$ cat config.mk
export PLATFORM = sky130hd
export DESIGN_NAME = refsched_top
export DESIGN_NICKNAME = d
export VERILOG_FILES = /design/src/rtl/refsched_pkg.sv /design/src/rtl/refsched_dp.sv /design/src/rtl/refsched_ctrl.sv /design/src/rtl/refsched_top.sv
export SDC_FILE = /design/constraint.sdc
export NUM_CORES = 1
export LEC_CHECK = 0
export BUFFER_PORTS_ARGS = -buffer_cell sky130_fd_sc_hd__buf_2
export CORE_ASPECT_RATIO = 1.75
export CORE_UTILIZATION = 40
export CTS_BUF_LIST = sky130_fd_sc_hd__clkbuf_2 sky130_fd_sc_hd__clkbuf_4 sky130_fd_sc_hd__clkbuf_8
export DETAILED_ROUTE_END_ITERATION = 10
export GPL_TIMING_DRIVEN = 1
export HOLD_SLACK_MARGIN = 0.1
export SYNTH_ARGS = -nofsm -noshare
export SYNTH_HDL_FRONTEND = slang
export SYNTH_SLANG_ARGS = --single-unit
$ cat constraint.sdc
create_clock -name clk -period 4.1 [get_ports clk]
set_input_delay 0.41 -clock clk [delete_from_list [all_inputs] [get_ports clk]]
set_output_delay 0.41 -clock clk [all_outputs]
set_load 0.05 [all_outputs]
$ cat src/rtl/refsched_pkg.sv
package refsched_pkg;

  // {cs, ras, cas, we}, all active low; cs is replicated on every chip select
  localparam logic [3:0] CMD_DESEL = 4'b1111;
  localparam logic [3:0] CMD_NOP   = 4'b0111;
  localparam logic [3:0] CMD_PALL  = 4'b0010;
  localparam logic [3:0] CMD_AREF  = 4'b0001;

  typedef enum logic [2:0] {
    ST_IDLE,
    ST_PALL,
    ST_PREWAIT,
    ST_AREF,
    ST_RECWAIT
  } refState_t;

  // strobes from control to datapath
  typedef struct packed {
    logic take;      // refresh sequence starts, consume the request
    logic loadDly;   // load the gap counter
    logic dlySelRec; // 1: load recovery gap, 0: load precharge gap
    logic dlyDec;    // count the gap down
  } dpStrobe_t;

endpackage

$ cat src/rtl/refsched_dp.sv
module refsched_dp
  import refsched_pkg::*;
#(
  parameter int PERIOD_W = 16,
  parameter int DLY_W    = 2
) (
  input  logic                clk,
  input  logic                rstN,
  input  logic                refreshEn,
  input  logic [PERIOD_W-1:0] periodLoad,
  input  logic [DLY_W-1:0]    preDelay,
  input  logic [DLY_W-1:0]    recDelay,
  input  dpStrobe_t           strobe,
  output logic                pending,
  output logic                dlyZero,
  output logic                overrun
);

  localparam logic [PERIOD_W-1:0] CNT_ONE = PERIOD_W'(1);
  localparam logic [DLY_W-1:0]    DLY_ONE = DLY_W'(1);

  logic [PERIOD_W-1:0] periodCnt;
  logic [DLY_W-1:0]    gapCnt;
  logic                counting;
  logic                expire;

  assign counting = refreshEn && (periodLoad != '0);
  assign expire   = counting && (periodCnt == CNT_ONE);
  assign dlyZero  = (gapCnt == '0);

  always_ff @(posedge clk) begin
    if (!rstN) begin
      periodCnt <= '0;
      pending   <= 1'b0;
      overrun   <= 1'b0;
    end else begin
      if (!counting || periodCnt <= CNT_ONE)
        periodCnt <= periodLoad;
      else
        periodCnt <= periodCnt - CNT_ONE;

      if (!counting)
        pending <= 1'b0;
      else
        pending <= expire | (pending & ~strobe.take);

      if (expire && pending && !strobe.take)
        overrun <= 1'b1;
    end
  end

  always_ff @(posedge clk) begin
    if (!rstN)
      gapCnt <= '0;
    else if (strobe.loadDly)
      gapCnt <= strobe.dlySelRec ? recDelay : preDelay;
    else if (strobe.dlyDec && !dlyZero)
      gapCnt <= gapCnt - DLY_ONE;
  end

endmodule

$ cat src/rtl/refsched_ctrl.sv
module refsched_ctrl
  import refsched_pkg::*;
#(
  parameter int NUM_CS = 2
) (
  input  logic              clk,
  input  logic              rstN,
  input  logic              pending,
  input  logic              dlyZero,
  input  logic              burstActive,
  input  logic              accessReq,
  output dpStrobe_t         strobe,
  output logic [NUM_CS-1:0] csN,
  output logic              rasN,
  output logic              casN,
  output logic              weN,
  output logic              addr10,
  output logic              stall
);

  refState_t state, nextState;
  logic [3:0] cmd;

  always_ff @(posedge clk) begin
    if (!rstN) state <= ST_IDLE;
    else       state <= nextState;
  end

  always_comb begin
    nextState = state;
    strobe    = '0;
    case (state)
      ST_IDLE: begin
        if (pending && !burstActive) begin
          strobe.take = 1'b1;
          nextState   = ST_PALL;
        end
      end
      ST_PALL: begin
        strobe.loadDly = 1'b1;
        nextState      = ST_PREWAIT;
      end
      ST_PREWAIT: begin
        if (dlyZero) nextState = ST_AREF;
        else         strobe.dlyDec = 1'b1;
      end
      ST_AREF: begin
        strobe.loadDly   = 1'b1;
        strobe.dlySelRec = 1'b1;
        nextState        = ST_RECWAIT;
      end
      ST_RECWAIT: begin
        if (dlyZero) nextState = ST_IDLE;
        else         strobe.dlyDec = 1'b1;
      end
      default: nextState = ST_IDLE;
    endcase
  end

  always_comb begin
    case (state)
      ST_PALL:    cmd = CMD_PALL;
      ST_AREF:    cmd = CMD_AREF;
      ST_PREWAIT,
      ST_RECWAIT: cmd = CMD_NOP;
      default:    cmd = CMD_DESEL;
    endcase
  end

  assign csN    = {NUM_CS{cmd[3]}};
  assign rasN   = cmd[2];
  assign casN   = cmd[1];
  assign weN    = cmd[0];
  assign addr10 = (state == ST_PALL);
  assign stall  = accessReq && ((state != ST_IDLE) || strobe.take);

endmodule

$ cat src/rtl/refsched_top.sv
module refsched_top
  import refsched_pkg::*;
#(
  parameter int PERIOD_W = 16,
  parameter int DLY_W    = 2,
  parameter int NUM_CS   = 2
) (
  input  logic                clk,
  input  logic                rstN,
  input  logic                refreshEn,
  input  logic [PERIOD_W-1:0] periodLoad,
  input  logic [DLY_W-1:0]    preDelay,
  input  logic [DLY_W-1:0]    recDelay,
  input  logic                burstActive,
  input  logic                accessReq,
  output logic [NUM_CS-1:0]   csN,
  output logic                rasN,
  output logic                casN,
  output logic                weN,
  output logic                addr10,
  output logic                stall,
  output logic                overrun
);

  dpStrobe_t strobe;
  logic      pending;
  logic      dlyZero;

  refsched_dp #(.PERIOD_W(PERIOD_W), .DLY_W(DLY_W)) u_dp (
    .clk(clk), .rstN(rstN), .refreshEn(refreshEn), .periodLoad(periodLoad),
    .preDelay(preDelay), .recDelay(recDelay), .strobe(strobe),
    .pending(pending), .dlyZero(dlyZero), .overrun(overrun)
  );

  refsched_ctrl #(.NUM_CS(NUM_CS)) u_ctrl (
    .clk(clk), .rstN(rstN), .pending(pending), .dlyZero(dlyZero),
    .burstActive(burstActive), .accessReq(accessReq), .strobe(strobe),
    .csN(csN), .rasN(rasN), .casN(casN), .weN(weN), .addr10(addr10),
    .stall(stall)
  );

endmodule

==> results of run 1 <==
[state kept, by name, summed over array words and instances, names as in the netlist]
| register | cells |
|---|---|
| u_dp.periodCnt | 16 |
| u_dp.pending | 1 |
| u_ctrl.state | 3 |
| u_dp.gapCnt | 2 |
| u_dp.overrun | 1 |
[per-stage QoR]
| step | hold WS, ns | power [uW] | worst slack (ns) |
|---|---|---|---|
| 2_1_floorplan | 0.454 | 327 | 2.12 |
| 3_3_place_gp | 0.446 | 355 | 2.16 |
| 3_5_place_dp | 0.467 | 359 | 2.13 |
| 4_1_cts | 0.392 | 505 | 2.15 |
| 5_1_grt | 0.397 | 529 | 2.04 |
| 6_report | 0.396 | 498 | 2.15 |
[power by group through the flow]
stage / combinational [uW] / sequential (uW) / clock (uW)
floorplan: 70.2 / 257 / 0
global placement: 94.8 / 260 / 0
detailed placement: 98.6 / 261 / 0
CTS: 99.5 / 255 / 150
global route: 109 / 259 / 161
finish: 99.1 / 256 / 144
[layout by cell type (no fill, tap or decap), types with 2 or more instances in the layout]
cell type and n:
nand2_1 9, nand2b_1 3, xor2_1 10, nand3b_1 2, o21a_1 3, nor4_1 7
o21ai_0 4, nor2_1 29, ha_1 3, dfxtp_1 23, clkbuf_8 3, inv_1 7
nor2b_1 4, a211oi_2 3, buf_2 32, or3_1 3, a211oi_1 12, a21oi_1 4
nor3_1 3, nand3_1 2, nand4_1 3, xnor2_1 4, mux2i_1 4
[layer usage]
metal | vias to the layer above | routed length (um) | track usage
li1 | 625 | - | -
met1 | 577 | 1150 | 0.200
met2 | 36 | 1710 | 0.339
met3 | 4 | 144 | 0.0299
met4 | 0 | 38 | 0.0667
met5 | - | 0 | 0
[worst reg2reg max path: stages, from the launching register on]
cell      delay, ns
dfxtp_1        0.35
nor4_4         0.50
and4b_1        0.34
a21boi_2       0.07
buf_4          0.23
a311oi_1       0.28
[layout make-up]
class | count | area share
repair buffers | 33 | 0.108
inverters | 8 | 0.0193
clock buffers | 4 | 0.0314
multi-input cells | 122 | 0.511
flip-flops and latches | 23 | 0.296
well taps | 43 | 0.0346
[cells by family (layout without fill, tap and decap cells)]
family,Yosys count,after routing,synth area share
multiplexers,4,4,0.0303
buffers and inverters,16,45,0.0501
AND/OR/NAND/NOR,69,69,0.270
XOR/XNOR,14,14,0.0927
flip-flops,23,23,0.348
adder cells (fa/ha/maj),3,3,0.0284
AO/OA/AOI/OAI,32,32,0.181
[path summary, 6_finish.rpt]
| kind | from | depth (start not counted) | endpoint | slack (ns) |
|---|---|---|---|---|
| max | u_ctrl.state[1]$_SDFFE_PN0P_ | 3 | stall | 2.15 |
| min | periodLoad[0] | 3 | u_dp.periodCnt[0]$_SDFF_PN0_ | 0.40 |
| max reg2reg | u_dp.periodCnt[4]$_SDFF_PN0_ | 5 | u_dp.periodCnt[5]$_SDFF_PN0_ | 2.22 |
| min reg2reg | u_dp.overrun$_SDFFE_PN0P_ | 1 | u_dp.overrun$_SDFFE_PN0P_ | 0.48 |
==> impl_results.md, run 1 <==
* Crit start category: flop
* GRT Total Usage at 0.186
* CORE AREA at 3140 um2
* Leak at 0.000595 uW
* Top post-synthesis cells by area: dfxtp_1 35%, nor2_1 8.2%, a211oi_1 6.8%
* Asr flop ratio synth at 0
* Count of final setup violators at 0
* #FFs+latches synth at 23
* Sw power at 140 uW
* TritonCTS buffer count at 3
* Number of core rows at 27
* Register Area at 460 um2
* Minimum clock period at 1.95 ns
* Crit-path slowest cell: dfxtp_1
* Largest net degree at the start of global routing at 33
* Seq pwr share at 0.513
* Cells after Synth at 161
* Worst Path Buf+Inv at 1
* DRC Markers at 0
* Setup crit end kind: primary output
* Status: finished, final reports clean
* Crit path max fanout at 13
* H-tree lvl count at 1
* Initial core utilization at 0.421
* Power Dens Cells at 320 nW/um2
* Dpl cells at 229
* Area Overhead vs Synth at 17.7%
* Max Root-Sink Buffers at 2
* # fillers at 328
* Resize count post-CTS at 0
* Area of the mapped netlist at 1320 um2
* DP HPWL at 2410 um
* Max Clock Freq at 514 MHz
* Main flop type after synthesis: dfxtp_1
* Initial DRC count at 32
* Sw frac at 0.281
* Antenna cell count at 0
* Clock Latency Late Sink at 0.26 ns
* Syn Nets at 189
* Fin cells at 233
* Clock transition at the registers of the reported paths at 0.08 ns
* RSZ-0062 raised after global routing: false
* IO Port Bufs at 32
* Worst-margin pin slew at 0.552 ns
* Routed Antenna Nets at 0
* First-pass GRT wire length at 4990 um
* Most common cell in the synthesized netlist: nor2_1
* Top cell type's share of synthesized area at 0.348
* Global route total overflow at 0
* WL final at 3050 um
* Netlist cell types at 35
* WL per Instance at 13.1 um
* Chip Height at 78.1 um
* CTS Sinks at 23
* Hold/Removal Path Class: in -> reg
* Worst-case vdd ir drop at 288 uV
* Critical Path RT at 3.69 ns
* Root buf cell: clkbuf_8
* Setup Skew at 0.00285 ns
* Crit-path max cell delay at 0.45 ns
* EDFF count, synth at 0
* # Max-Cap Violations at 0
* Final nets at 219
* Die Width at 45.5 um
* I/O pin cnt at 33
* Fraction of layout cells with a size suffix above 1 at 0.226
* Post-route cell area at 1560 um2
* Synth cell count leaders: 29 x nor2_1, 23 x dfxtp_1, 12 x a211oi_1
* Postcts setup bufs at 0
* Worst Setup Path Type: reg -> out
* Logic gate share of total power at 0.199
* Final worst path period share at 0.475
* Synth area leader: dfxtp_1
* Area of the multi-input gates at 796 um2
* GPL Wtd Cong at 0.782
* CTS tree: built
* Slew headroom at 0.630
* Final hold violation count at 0
* Post-synthesis sequential area ratio at 0.348
* Crit path max-delay family: flip-flops
* Max Slew Vio Count at 0
* Setup TNS at 0 ns
* Via Count at 1,242
* CTS Hold Bufs at 0
* Initial antenna violation count at 0
* Via density at 5.33
* Detailed-router iteration count before antenna repair at 4
* Area after DPL at 1510 um2
* Cell Chain, Critical Path: or3_1, o21a_1, buf_2
* Vias in the first global route at 1,192
* CP arrival at 1.54 ns
* Core Util, Final at 0.495
* Internal power at 358 uW
* Clock share of power at 0.288
* Yosys warnings at 0
* Die ar. at 3550 um2
* Synth Area per Inst at 8.21 um2
No activity file was read; power rests on OpenSTA's default activity.
==> inputs of run 2 (changes only) <==
Settings changed: PLACE_DENSITY set to 0.65.
Clock period 4.1 ns to 1.6 ns, I/O delays scaled along.
==> run 2 against run 1 <==
Compared with the run above: the run now ends with setup timing left; sequential cell count stayed put; clock-buffer cell count unchanged; worst setup slack got worse by 2.3 ns; power grew to 2.9 times the previous value; utilization rose by 14 points; clock skew is 0.0011 ns higher; register-to-register slack worse by 2.3 ns; design area grew 28%; sequential power grew to 2.5 times the previous value; clock power rose to 2.6 times the previous value; non-clock buffer count is 31 higher; via count is 13% higher.
==> impl_results.md, run 2 (synthesis results as in run 1) <==
* Status: finished with violations
* Setup crit end kind: flop
* Final nets at 250
* Slew headroom at 0.761
* WHS at 0.153 ns
* Die Width at 45.5 um
* Crit Reg-Reg Endpoint: u_dp.periodCnt[11]$_SDFF_PN0_
* Most common cell after layout, fill and taps aside: buf_2
* Worst r2r src: u_dp.periodCnt[3]$_SDFF_PN0_
* Internal power at 1030 uW
* Final worst slack at -0.111 ns
* Initial antenna violation count at 0
* Worst hold path depth at 3
* First-pass GRT wire length at 6000 um
* WL final at 3550 um
* Reg2reg path depth at 6
* Failing checks: setup timing
* I/O pin cnt at 33
* Critical Path RT at 1.79 ns
* Max Clock Freq at 584 MHz
* Number of core rows at 27
* IO Port Bufs at 32
* CORE AREA at 3140 um2
* Crit-path slowest cell: or3_4
* Logic gate share of total power at 0.298
* Worst hold endpoint: u_dp.periodCnt[0]$_SDFF_PN0_
* Seq pwr share at 0.446
* H-tree lvl count at 1
* DP HPWL at 2630 um
* Die ar. at 3550 um2
* Fraction of layout cells with a size suffix above 1 at 0.511
* Biggest regs: u_dp.periodCnt x16, u_ctrl.state x3, u_dp.gapCnt x2
* Max Root-Sink Buffers at 2
* Chip Height at 78.1 um
* # Max-Cap Violations at 0
* Routed Antenna Nets at 0
* Crit path launch: u_dp.periodCnt[3]$_SDFF_PN0_
* Power Dens Cells at 732 nW/um2
* Cell Chain, Critical Path: nor4_4, buf_4, nand3_2, or3_4, xor2_2, a211oi_2
* GRT Total Usage at 0.221
* Final worst path period share at 1.07
* Initial core utilization at 0.421
* Crit path max fanout at 3
* CTS Sinks at 23
* Vias in the first global route at 1,436
* Count of final setup violators at 13
* Most frequent cells in the layout: 31 x buf_2, 27 x buf_4, 19 x nor2_1, 16 x dfxtp_1
* Initial DRC count at 19
* Setup Skew at 0.00398 ns
* Clock transition at the registers of the reported paths at 0.08 ns
* DRC Markers at 0
* Worst-case vdd ir drop at 520 uV
* Antenna cell count at 0
* CTS tree: built
* Clock Latency Late Sink at 0.26 ns
* Worst Setup Path Type: reg -> reg
* Final hold violation count at 0
* Largest net degree at the start of global routing at 19
* Worst-margin pin slew at 0.355 ns
* Crit start category: flop
* Crit-path max cell delay at 0.36 ns
* GPL Wtd Cong at 0.852
* Leak at 0.000780 uW
* Minimum clock period at 1.71 ns
* Global route total overflow at 0
* Via density at 5.33
* Max Slew Vio Count at 0
* CP arrival at 1.90 ns
* Hold/Removal Path Class: in -> reg
* TritonCTS buffer count at 3
* Largest Register: u_dp.periodCnt
* RSZ-0062 raised after global routing: true
* Area Overhead vs Synth at 50.8%
* Via Count at 1,406
* Detailed-router iteration count before antenna repair at 4
* Register-to-register setup slack at -0.11 ns
* WL per Instance at 13.5 um
* Max reg flops at 16
* Core Util, Final at 0.635
* Clock share of power at 0.255
* Sw frac at 0.293
* Root buf cell: clkbuf_8
* Worst hold start: periodLoad[0]
* Sw power at 428 uW
[run 2: changes by cell type in the layout (fill, tap and decap cells not counted), sizes merged]
cell	change
clkinvlp	+1
inv	-1
buf	+30
clkbuf	+1
[run 2: final cells by class]
| cell class | count | area [um2] |
|---|---|---|
| Clock buffer | 4 | 48.8 |
| Fill cell | 277 | 1150 |
| Tap cell | 43 | 53.8 |
| Timing Repair Buffer | 64 | 457 |
| Inverter | 8 | 33.8 |
| Sequential cell | 23 | 474 |
| Multi-Input combinational cell | 122 | 927 |
[run 2: stage by stage]
stage	instance area, um2	total power, uW	worst slack [ns]	instances	TNS [ns]
2_1_floorplan	1340	842	-0.00440	161	-0.00766
3_3_place_gp	1730	1000	-0.0335	254	-0.0839
3_5_place_dp	1730	1010	-0.108	254	-0.697
4_1_cts	1880	1420	-0.0719	261	-0.166
5_1_grt	1990	1530	-0.179	264	-1.86
6_report	1990	1460	-0.111	264	-0.448
[run 2: what timing repair did]
action	in CTS	in global routing
endpoints found under the hold margin	0	0
endpoints found under the setup margin	18	21
hold buffers	0	0
setup buffers	3	2
gates cloned	0	2
gates resized for setup	21	20
pin swaps	4	10
[run 2: how the worst max path moves through the flow]
stage                                    end  cells past startpoint
5_1_grt        u_dp.periodCnt[11]$_SDFF_PN0_                      6
2_1_floorplan   u_dp.periodCnt[3]$_SDFF_PN0_                      9
3_5_place_dp   u_dp.periodCnt[11]$_SDFF_PN0_                      6
6_report       u_dp.periodCnt[11]$_SDFF_PN0_                      6
4_1_cts        u_dp.periodCnt[11]$_SDFF_PN0_                      6
3_3_place_gp    u_dp.periodCnt[5]$_SDFF_PN0_                      6
[run 2: critical path: cells and delay by family, from the launching register on]
kind / cells / cell delay, ns
compound gates: 1 / 0.18
flops: 1 / 0.34
buf+inv: 1 / 0.19
simple gates: 3 / 0.76
xor+xnor: 1 / 0.16
[run 2: layer usage]
| metal | track usage | routed length [um] | vias to the layer above |
|---|---|---|---|
| met5 | 0 | 0 | - |
| met4 | 0.112 | 112 | 0 |
| met3 | 0.0207 | 125 | 12 |
| met2 | 0.407 | 2010 | 42 |
| met1 | 0.228 | 1300 | 661 |
| li1 | - | - | 691 |
[run 2: power by group through the flow]
stage	clock network, uW	logic (uW)	registers [uW]
detailed placement	0	353	660
global route	399	473	657
floorplan	0	182	660
finish	373	436	652
global placement	0	344	657
CTS	380	397	646
==> inputs of run 3 (changes only) <==
Settings changed: CTS_BUF_LIST sky130_fd_sc_hd__clkbuf_2 sky130_fd_sc_hd__clkbuf_4 sky130_fd_sc_hd__clkbuf_8 to sky130_fd_sc_hd__clkbuf_16.
==> run 3 against run 2 <==
Compared with the run above: the run still ends with setup timing left; clock skew is 0.0018 ns lower; clock power is 42% higher; first-iteration DRC count is 95% higher; critical path type unchanged; largest cell class unchanged.
==> impl_results.md, run 3 (synthesis results as in run 1) <==
* Clock transition at the registers of the reported paths at 0.06 ns
* Worst hold path depth at 3
* # Max-Cap Violations at 0
* Die Width at 45.5 um
* Chip Height at 78.1 um
* Slew headroom at 0.705
* Place WS at -0.108 ns
* I/O pin cnt at 33
* Area of the multi-input gates at 925 um2
* Logic gate share of total power at 0.273
* Max Slew Vio Count at 0
* Crit path launch: u_dp.periodCnt[3]$_SDFF_PN0_
* Worst-case vdd ir drop at 627 uV
* Final worst path period share at 1.07
* Fin cells at 265
* Failing checks: setup timing
* CTS Hold Bufs at 0
* First-pass GRT wire length at 5980 um
* Routed Antenna Nets at 0
* Register Area at 470 um2
* Seq pwr share at 0.403
* Reg2reg path depth at 6
* Antenna cell count at 0
* Area after DPL at 1730 um2
* CP arrival at 1.89 ns
* IO Port Bufs at 32
* Crit Reg-Reg Endpoint: u_dp.periodCnt[11]$_SDFF_PN0_
* Worst Setup Path Type: reg -> reg
* Clock share of power at 0.324
* DRC Markers at 0
* Final worst slack at -0.119 ns
* Vias in the first global route at 1,444
* TritonCTS buffer count at 3
* Crit-path max cell delay at 0.36 ns
* Setup crit end kind: flop
* Register-to-register setup slack at -0.12 ns
* Detailed-router iteration count before antenna repair at 4
* Most common cell after layout, fill and taps aside: buf_2
* Worst Setup EP: u_dp.periodCnt[11]$_SDFF_PN0_
* Via density at 5.33
* Power Dens Cells at 806 nW/um2
* WL per Instance at 14.2 um
* Crit path max fanout at 3
* Fraction of layout cells with a size suffix above 1 at 0.491
* Leak at 0.000804 uW
* Root buf cell: clkbuf_16
* GPL Wtd Cong at 0.852
* WL final at 3770 um
* Hold/Removal Path Class: in -> reg
* Most frequent cells in the layout: 31 x buf_2, 29 x buf_4, 24 x nor2_1, 17 x dfxtp_1, 12 x a211oi_2
* Number of core rows at 27
* Largest net degree at the start of global routing at 19
* Status: finished with violations
* Max reg flops at 16
* Die ar. at 3550 um2
* CTS Sinks at 23
* Internal power at 1180 uW
* Crit-path slowest cell: or3_4
* DP HPWL at 2630 um
* Count of final setup violators at 15
* Final nets at 251
* H-tree lvl count at 1
* Final hold violation count at 0
* Global route total overflow at 0
* Clock Latency Late Sink at 0.25 ns
* Initial DRC count at 37
* Area Overhead vs Synth at 52.9%
* CORE AREA at 3140 um2
* Via Count at 1,413
* Worst r2r src: u_dp.periodCnt[3]$_SDFF_PN0_
* Dpl cells at 254
* GRT Total Usage at 0.224
* Max Root-Sink Buffers at 2
* RSZ-0062 raised after global routing: true
* Max Clock Freq at 582 MHz
* Worst-margin pin slew at 0.438 ns
* CTS tree: built
* Sw frac at 0.278
* Largest Register: u_dp.periodCnt
* Post-route cell area at 2020 um2
* Initial antenna violation count at 0
* Cell Chain, Critical Path: nor4_4, buf_4, nand3_2, or3_4, xor2_2, a211oi_2
* Biggest regs: u_dp.periodCnt x16, u_ctrl.state x3, u_dp.gapCnt x2
* Initial core utilization at 0.421
* Crit start category: flop
* Setup Skew at 0.00218 ns
* Critical Path RT at 1.78 ns
* Worst hold start: periodLoad[0]
* Minimum clock period at 1.72 ns
* # fillers at 273
* Sw power at 453 uW
-- run 3: metrics by stage --
step / util / power [uW] / setup TNS [ns] / hold WS [ns]
2_1_floorplan: - / 842 / -0.00766 / 0.276
3_3_place_gp: 0.551 / 1000 / -0.0839 / 0.429
3_5_place_dp: 0.551 / 1010 / -0.697 / 0.434
4_1_cts: 0.601 / 1580 / -0.197 / 0.167
5_1_grt: 0.644 / 1700 / -1.76 / 0.182
6_report: 0.644 / 1630 / -0.697 / 0.165
-- run 3: critical path, delay by kind of cell, from the launching register on --
kind | cells | cell delay [ns]
AOI/OAI and AO/OA | 1 | 0.18
xor gates and xnor gates | 1 | 0.16
buffers and inverters | 1 | 0.19
DFF | 1 | 0.34
and+or+nand+nor | 3 | 0.77
-- run 3: area by class of cell --
| cell class | count | share of cell area |
|---|---|---|
| flip-flops and latches | 23 | 0.233 |
| repair buffers | 65 | 0.228 |
| clock inverters | 1 | 0.00186 |
| well taps | 43 | 0.0266 |
| inverters | 8 | 0.0167 |
| clock buffers | 3 | 0.0371 |
| multi-input cells | 122 | 0.457 |
-- run 3: power by group through the flow --
stage | Clock (uW) | Combinational (uW) | Sequential [uW]
floorplan | 0 | 182 | 660
global placement | 0 | 344 | 657
detailed placement | 0 | 353 | 660
CTS | 537 | 391 | 647
global route | 558 | 477 | 660
finish | 528 | 445 | 656
-- run 3: timing repair --
action | in CTS | in global routing
setup endpoints to repair | 17 | 24
gates resized for setup | 15 | 20
pin swaps | 3 | 8
setup buffers | 3 | 2
cloned | 0 | 2
-- run 3: worst min-delay path by stage --
stage | end | slack, ns
2_1_floorplan | u_dp.pending$_SDFF_PN0_ | 0.28
3_3_place_gp | u_dp.periodCnt[0]$_SDFF_PN0_ | 0.43
3_5_place_dp | u_dp.periodCnt[0]$_SDFF_PN0_ | 0.43
4_1_cts | u_dp.periodCnt[0]$_SDFF_PN0_ | 0.17
5_1_grt | u_dp.periodCnt[0]$_SDFF_PN0_ | 0.18
6_report | u_dp.periodCnt[0]$_SDFF_PN0_ | 0.17
-- run 3: per-layer routing --
layer	vias to the layer above	track usage	wire length (um)
met1	660	0.231	1390
met3	10	0.0276	134
met2	48	0.407	2150
met5	-	0	0
met4	0	0.115	97
li1	695	-	-
